$ cat config.mk
export PLATFORM = sky130hd
export DESIGN_NAME = da_dot_product
export DESIGN_NICKNAME = d
export VERILOG_FILES = /design/src/rtl/da_pkg.sv /design/src/rtl/da_table.sv /design/src/rtl/da_slice_shifter.sv /design/src/rtl/da_accum.sv /design/src/rtl/da_dot_product.sv
export SDC_FILE = /design/constraint.sdc
export NUM_CORES = 1
export LEC_CHECK = 0
export BUFFER_PORTS_ARGS = -buffer_cell sky130_fd_sc_hd__buf_2
export CAP_MARGIN = 10
export CELL_PAD_IN_SITES_DETAIL_PLACEMENT = 2
export CELL_PAD_IN_SITES_GLOBAL_PLACEMENT = 2
export CORE_ASPECT_RATIO = 1.4
export CORE_MARGIN = 10
export CORE_UTILIZATION = 38
export CTS_CLUSTER_DIAMETER = 80
export DETAILED_ROUTE_END_ITERATION = 12
export HOLD_SLACK_MARGIN = 0.12
export PLACE_DENSITY_LB_ADDON = 0.1
export SLEW_MARGIN = 20
export SYNTH_ARGS = -nofsm -noshare
export SYNTH_HDL_FRONTEND = slang
export SYNTH_SLANG_ARGS = --single-unit
$ cat constraint.sdc
create_clock -name clk -period 12.21 [get_ports clk]
set_input_delay 1.8315 -clock clk [delete_from_list [all_inputs] [get_ports clk]]
set_output_delay 1.8315 -clock clk [all_outputs]
set_load 0.1 [all_outputs]
$ cat src/rtl/da_pkg.sv
package da_pkg;
  localparam int COEF_BUS_MAX = 256;

  // signed coefficient idx from a packed bus of cw-bit fields
  function automatic int signed coef_at(logic [COEF_BUS_MAX-1:0] bus, int idx, int cw);
    logic [COEF_BUS_MAX-1:0] sh;
    int signed v;
    sh = bus >> (idx * cw);
    v  = int'(sh[31:0]);
    v  = (v <<< (32 - cw)) >>> (32 - cw);
    return v;
  endfunction

  // sum of the coefficients selected by the set bits of addr
  function automatic int signed slice_sum(int unsigned addr, logic [COEF_BUS_MAX-1:0] bus,
                                          int kn, int cw);
    int signed s;
    s = 0;
    for (int k = 0; k < kn; k++) begin
      if (((addr >> k) & 1) == 1) s += coef_at(bus, k, cw);
    end
    return s;
  endfunction
endpackage

$ cat src/rtl/da_table.sv
module da_table #(
  parameter int K = 4,
  parameter int CW = 16,
  parameter int TW = 19,
  parameter logic [K*CW-1:0] COEFS = '0
) (
  input  logic [K-1:0]          addr,
  output logic signed [TW-1:0]  word
);
  localparam int DEPTH = 1 << K;
  localparam logic [da_pkg::COEF_BUS_MAX-1:0] BUS = da_pkg::COEF_BUS_MAX'(COEFS);

  logic signed [TW-1:0] rom [DEPTH];

  for (genvar a = 0; a < DEPTH; a++) begin : g_word
    localparam int signed V = da_pkg::slice_sum(a, BUS, K, CW);
    assign rom[a] = TW'(V);
  end

  assign word = rom[addr];
endmodule

$ cat src/rtl/da_slice_shifter.sv
module da_slice_shifter #(
  parameter int K = 4,
  parameter int N = 8
) (
  input  logic           clk,
  input  logic           rst_n,
  input  logic           load,
  input  logic           shift,
  input  logic [K*N-1:0] x_in,
  output logic [K-1:0]   slice
);
  for (genvar k = 0; k < K; k++) begin : g_lane
    logic [N-1:0] sr;
    always_ff @(posedge clk) begin
      if (!rst_n)     sr <= '0;
      else if (load)  sr <= x_in[k*N +: N];
      else if (shift) sr <= {1'b0, sr[N-1:1]};
    end
    assign slice[k] = sr[0];
  end
endmodule

$ cat src/rtl/da_accum.sv
module da_accum #(
  parameter int TW = 19,
  parameter int N  = 8,
  parameter int RW = 27,
  parameter int AW = 36
) (
  input  logic                 clk,
  input  logic                 rst_n,
  input  logic                 clear,
  input  logic                 step,
  input  logic                 sign_step,
  input  logic signed [TW-1:0] word,
  output logic [RW-1:0]        result
);
  logic signed [AW-1:0] acc, ext, addend, sum, nxt;

  always_comb begin
    ext    = {{(AW-TW){word[TW-1]}}, word};
    addend = ext <<< N;
    sum    = sign_step ? (acc - addend) : (acc + addend);
    nxt    = sum >>> 1;
  end

  always_ff @(posedge clk) begin
    if (!rst_n) begin
      acc    <= '0;
      result <= '0;
    end else begin
      if (clear)     acc <= '0;
      else if (step) acc <= nxt;
      if (step && sign_step) result <= RW'(nxt);
    end
  end

  // the right shift drops only zero bits, so the sum stays exact
  p_exact_shift_r4: assert property (@(posedge clk) disable iff (!rst_n)
    step |-> !sum[0]);
  // the final sum fits in the result width
  p_no_overflow_r4: assert property (@(posedge clk) disable iff (!rst_n)
    (step && sign_step) |-> ((nxt[AW-1:RW-1] == '0) || (nxt[AW-1:RW-1] == '1)));
endmodule

$ cat src/rtl/da_dot_product.sv
module da_dot_product #(
  parameter int K  = 4,
  parameter int N  = 8,
  parameter int CW = 16,
  parameter logic [K*CW-1:0] COEFS = {16'h0E14, 16'h799A, 16'hD99A, 16'h5C29},
  localparam int RW = CW + N + $clog2(K) + 1
) (
  input  logic           clk,
  input  logic           rst_n,
  input  logic           in_valid,
  output logic           in_ready,
  input  logic [K*N-1:0] in_data,
  output logic           out_valid,
  output logic [RW-1:0]  out_result
);
  localparam int TW    = CW + $clog2(K) + 1;
  localparam int AW    = RW + N + 1;
  localparam int CNT_W = (N > 2) ? $clog2(N) : 1;

  logic             busy, done, accept, last;
  logic [CNT_W-1:0] cnt;
  logic [K-1:0]     slice;
  logic signed [TW-1:0] word;

  assign in_ready = !busy;
  assign accept   = in_valid && in_ready;
  assign last     = busy && (cnt == CNT_W'(N-1));

  always_ff @(posedge clk) begin
    if (!rst_n) begin
      busy <= 1'b0;
      cnt  <= '0;
      done <= 1'b0;
    end else begin
      done <= last;
      if (accept) begin
        busy <= 1'b1;
        cnt  <= '0;
      end else if (busy) begin
        cnt <= cnt + 1'b1;
        if (last) busy <= 1'b0;
      end
    end
  end

  da_slice_shifter #(.K(K), .N(N)) u_shift (
    .clk(clk), .rst_n(rst_n), .load(accept), .shift(busy),
    .x_in(in_data), .slice(slice)
  );

  da_table #(.K(K), .CW(CW), .TW(TW), .COEFS(COEFS)) u_table (
    .addr(slice), .word(word)
  );

  da_accum #(.TW(TW), .N(N), .RW(RW), .AW(AW)) u_acc (
    .clk(clk), .rst_n(rst_n), .clear(accept), .step(busy),
    .sign_step(last), .word(word), .result(out_result)
  );

  assign out_valid = done;

  // after a transfer the engine is busy
  p_accept_busy_r2: assert property (@(posedge clk) disable iff (!rst_n)
    accept |=> !in_ready);
  // completion strobe lasts one cycle
  p_done_pulse_r3: assert property (@(posedge clk) disable iff (!rst_n)
    out_valid |=> !out_valid);
  // completion follows the sign-slice cycle
  p_done_after_sign_r6: assert property (@(posedge clk) disable iff (!rst_n)
    out_valid |-> $past(last));
  // result holds between completions
  p_result_hold_r7: assert property (@(posedge clk) disable iff (!rst_n)
    !out_valid |-> $stable(out_result));
  // ready on the completion cycle
  p_ready_at_done_r8: assert property (@(posedge clk) disable iff (!rst_n)
    out_valid |-> in_ready);
endmodule

### Word level (Yosys, flattened, before mapping)

Memories as Yosys holds them, arrays and structs flattened.
Index checks and enable logic that the tools add are counted.

| word-level totals | value |
|---|---|
| memory bits (writable) | 0 |
| register bits | 99 |
| logic and storage cells | 37 |
| latch bits | 0 |
| bits in read-only memories | 304 |
| input port bits | 35 |
| memories kept | 1 |
| output and inout port bits | 29 |

Memory list:

| memory | words | width | rd ports | clocked after Yosys merged registers in | wr ports | RTL line | text |
|---|---|---|---|---|---|---|---|
| (no name shown) | 16 | 19 | 1 | 0 | 0 | da_table.sv:20 | `assign word = rom[addr];` |

| operators by class | value |
|---|---|
| multiply operators | 0 |
| eq/ne operators | 1 |
| shift-type cells | 0 |
| $lt $le $gt $ge | 1 |
| div/mod/pow operators | 0 |
| bitwise operators | 2 |
| muxes and demuxes | 14 |
| $add $sub $neg | 3 |
| reductions and logical operators | 6 |

Operators by type and width:

| kind | number |
|---|---|
| 2-to-1 mux 8 bit | 8 |
| 2-to-1 mux 19 bit | 2 |
| adder 35 x 27 -> 36 bit | 1 |
| 2-to-1 mux 36 bit | 1 |
| subtractor 35 x 27 -> 36 bit | 1 |
| greater-or-equal comparator 5 bit (second input constant) | 1 |
| NOT 4 -> 5 bit | 1 |
| adder 3 x 1 -> 3 bit (second input constant) | 1 |
| equality test 3 bit (second input constant) | 1 |
| logical AND 1 bit | 3 |
| 2-to-1 mux 1 bit | 3 |
| nonzero test 2 bit | 1 |
| OR reduction 2 bit | 1 |
| zero test 1 bit | 1 |
| NOT 1 bit | 1 |

### Longest topological paths before layout

| depth | value |
|---|---|
| depth after elaboration | 6 |
| depth in mapped cells | 20 |

### By module

A second synthesis with hierarchy kept.

| second synthesis, totals | value |
|---|---|
| cell total of the unflattened synthesis | 749 |
| area, all modules | 6576.3 um^2 |

By module, submodules not included:

| module | area each (um^2) | seq. area each (um^2) | times used | cells each |
|---|---|---|---|---|
| da_accum | 4200.3 | 1221.2 | 1 | 520 |
| da_slice_shifter | 1710.4 | 640.6 | 1 | 145 |
| da_table | 431.7 | 0.0 | 1 | 63 |
| da_dot_product | 234.0 | 100.1 | 1 | 21 |

### Worst setup path before layout

No wires, ideal clock.

| timing path | value |
|---|---|
| path kind | reg2reg |
| start point | register u_shift.g_lane[0].sr[0] |
| end point | register u_acc.acc[32] |
| arrival | 4.164 ns |
| stages on the path, launching flop included | 21 |
| path slack | 7.923 ns |
| data required time | 12.087 ns |
| buffers on the path | 2 |
| path through | dfxtp_1 inv_1 ha_1 buf_2 nor2b_1 a31oi_2 and4bb_1 and4_1 nor3b_2 nand2_1 o21ai_2 mux2_2 ha_1 clkbuf_1 a31o_2 a21oi_1 a41o_1 o221ai_1 a41oi_1 xor2_1 o21ai_1 |

| between the ends | value |
|---|---|
| cells in the longest elaborated chain, start to end | 6 |
| elaborated cells on any way between the ends | 7 |
| classes of those cells | add/sub (2); mux (3); bitwise (1); memory (1) |

Ends and longest elaborated chain:

| item | RTL line | text |
|---|---|---|
| start, declared | da_slice_shifter.sv:13 | `logic [N-1:0] sr;` |
| start signal, assigned | da_slice_shifter.sv:16 | `else if (load) sr <= x_in[k*N +: N];` |
| start signal, assigned | da_slice_shifter.sv:17 | `else if (shift) sr <= {1'b0, sr[N-1:1]};` |
| NOT 4 -> 5 bit (not written as such) * | da_table.sv:20 |  |
| memory read (16 x 19 bit) * | -- |  |
| 2-to-1 mux 19 bit (not written as such) * (2 in series) | da_table.sv:20 |  |
| adder 35 x 27 -> 36 bit or subtractor 35 x 27 -> 36 bit (tied branches) | da_accum.sv:20 | `sum = sign_step ? (acc - addend) : (acc + addend);` |
| 2-to-1 mux 36 bit * | da_accum.sv:20 |  |
| end signal, assigned | da_accum.sv:30 | `else if (step) acc <= nxt;` |
| end, declared | da_accum.sv:15 | `logic signed [AW-1:0] acc, ext, addend, sum, nxt;` |

Mark *: on every way between the ends. The rest lies on a longest branch, timed or not. The select of a mux whose other input is x is not followed.
A chain may end at the register's enable or synchronous reset.

### Final worst setup path

Same ends and word-level chain as after synthesis.

==> summary.txt <==
Route
  – Post-route ant nets: 0
  – Avg WL per Cell: between 20 and 25 um
  – Vias: between 5000 and 6000
  – Remaining DRCs: 0
  – Total Wirelength: about 20000 um
  – First-pass DRT Iterations: 4
  – Initial DRC count: between 150 and 200
  – Vias/cell: 5.681

Setup path
  – Type of element launching the critical path: register
  – Crit. End Element: register
  – WS Path Type: reg2reg
  – Worst Setup SP: u_shift.g_lane[0].sr[0]
  – Reg2reg path depth: 19
  – Crit path arrival time: about 5.5 ns
  – Worst R2R Start: u_shift.g_lane[0].sr[0]
  – Critical path required time: ~12 ns
  – CP Max Fanout: 10

Final layout
  – Antenna fix cells: 0
  – Finished Cell Area: slightly below 7000 um^2
  – Final Util: between 40% and 50%
  – Fin nets: 867
  – Non-filler cells, final: roughly 990
  – Layout fillers: 1790
  – Multi-input gate area in the final layout: roughly 3800 um^2
  – Share of cells above drive strength 1: 13.07%
  – Reg area: between 1500 and 2000 um^2
  – Area grow syn2layout: 11.88%

Worst hold path
  – Min-Delay Path Depth: 2
  – Type of the tightest min-delay check: reg2reg
  – HP Start: u_acc.result[5]

Power and ir drop
  – PwrDens: around 140 nW/um^2
  – Leak: 2.793 nW
  – Tot Pwr: about 900 uW
  – Max VDD drop: 0.07691 mV

Status
  – Status: finished, final reports clean

Clock network
  – CTS tree: yes
  – Post_cts resized: 0
  – Post-CTS Hold Fix Bufs: 0
  – CTS H-Tree Depth: 3
  – Clock-pin slew on the worst setup and hold paths: 0.07 ns
  – Worst-case clock buffer depth: 2
  – Root buffer selected by CTS: clkbuf_16
  – Worst-Skew Late Latency: approximately 0.36 ns
  – Sink Count: 98
  – CTS buffer count: 9
  – # Post-CTS Setup Buffers: 0

Global route
  – Tot GR Track Use: between 10% and 20%
  – Initial antenna violation count: 0
  – First-pass GRT wire length: ~33000 um
  – Grt ovf: 0
  – Largest net degree at the start of global routing: 70
  – Vias in the first global route: ~6300

Yosys
  – Synth top area cells: dfxtp_1 32%, mux2i_1 9.1%, ha_1 8.3%
  – Async S/R FF share, synth: 0%
  – Area leader, netlist: dfxtp_1
  – EDFF count, synth: 0
  – Synth warnings: 0
  – Syn_nets: 837
  – Syn Inst Count: roughly 760
  – Top cells by count, synth: 111 x nor2_1, 98 x dfxtp_1, 79 x a21oi_1
  – Top-area cell type share of the netlist area: 32.46%
  – Post-synthesis area per instance: just under 8 um^2
  – Cell Area, Synth: about 6000 um^2
  – Top-count cell post-synth: nor2_1
  – Flops & latches, synth: 98
  – Post-synth top flop: dfxtp_1
  – Part of the Yosys area used for sequential elements: between 30 and 40%
  – Count of cell types in the netlist: between 60 and 70

Placed design
  – Dpl hpwl: 14950 um
  – Port bufs: between 60 and 70
  – Final GP Congestion: 0.8878
  – Placed cells: ~1000
  – Area after DPL: approximately 6500 um^2
  – Pre-CTS setup slack: around 7 ns

Timing
  – # setup viols final: 0
  – Setup TNS: 0 ns
  – Fmax: 190.6 MHz
  – Layout Skew: 0.01117 ns
  – RSZ-0062 raised after global routing: false
  – Final min period: 5.246 ns
  – Worst slew pin tran: a little over 1 ns
  – Final hold vios: 0
  – Slack of the critical path: a little under 7 ns
  – Max_slew headroom: a little under a third
  – Final worst-path cycle share: a little over two fifths
  – Final hold slack: between 0.4 and 0.5 ns
  – Slew Viols, Final: 0

Die
  – Starting density of the core: between 30% and 40%
  – Die H: roughly 170 um
  – I/O Pins: 64
  – Die width: about 130 um
  – Die ar.: 21420 um^2
  – Row cnt: 54
  – Placeable Area: 15610 um^2

Run
  – Maxcap violations: 0
==> metal layers <==
layer  vias up  track usage (%)  routed length, um
met2        93            35.55              10740
met4         0            7.047                518
met5         -                0                  0
met1      2765            19.63               8114
li1       2745                -                  -
met3        33            3.751                650
==> sequential cells by signal (all words and copies together) (netlist names) <==
| register | cells |
|---|---|
| busy | 1 |
| cnt | 3 |
| out_valid | 1 |
| u_acc.acc | 34 |
| u_acc.result | 27 |
| u_shift.g_lane.sr | 32 |
==> critical path: stages (launching register included) <==
cell	delay, ns
dfxtp_1	0.51
inv_1	0.24
ha_1	0.52
nand2b_1	0.16
a31oi_2	0.31
and4bb_1	0.31
and4_1	0.26
nor3b_2	0.21
nand2_1	0.12
nand2_1	0.09
xor2_1	0.17
ha_1	0.33
a21o_1	0.23
a31o_2	0.26
a21oi_1	0.19
a41o_1	0.32
o221ai_1	0.28
a41oi_1	0.34
xor2_1	0.18
o21ai_1	0.09
==> final cells by class <==
type	count	area share [%]
clock inverters	6	0.7772
well taps	196	3.627
clock buffers	10	3.701
multi-input cells	589	56.16
inverters	24	1.332
repair buffers	69	5.329
flip-flops and latches	98	29.07
==> cell usage in the layout, fill, tap and decap left out, types with 4 or more instances in the layout <==
cell	netlist	layout
nor2_1	111	111
dfxtp_1	98	97
a21oi_1	79	79
nand2_1	67	67
buf_2	5	63
mux2i_1	55	55
ha_1	40	40
nand3_1	28	28
o21ai_0	25	25
inv_1	23	23
xnor2_1	19	19
a31oi_1	17	17
o21ai_1	12	12
nor3_1	10	10
xor2_1	10	10
clkbuf_16	0	10
nor2b_1	9	9
a211oi_1	9	9
a21o_1	9	9
nand2b_1	8	8
mux2_2	6	6
o21a_1	6	6
buf_4	0	6
nand4_1	4	4
o31ai_1	4	4
==> cells by family after synthesis <==
logic type               count (synthesis)  synth area share (%)
AND/OR/NAND/NOR                        259                 19.23
AO/OA/AOI/OAI                          198                 20.19
flip-flops                              98                 32.46
buffers and inverters                   74                 4.700
multiplexers                            62                 10.60
adder cells (fa/ha/maj)                 41                 8.613
XOR/XNOR                                29                 4.203
==> final timing paths <==
check               endpoint  slack (ns)
min reg2reg  u_acc.result[5]        0.46
max reg2reg    u_acc.acc[32]        6.96
max            u_acc.acc[32]        6.96
min          u_acc.result[5]        0.46
==> where the power goes <==
part,leakage (nW),switching [mW],internal [mW]
Sequential,0.797,0.0163,0.334
Clock,0.143,0.142,0.154
Combinational,1.85,0.172,0.105
(Power assumes the default switching activity.)
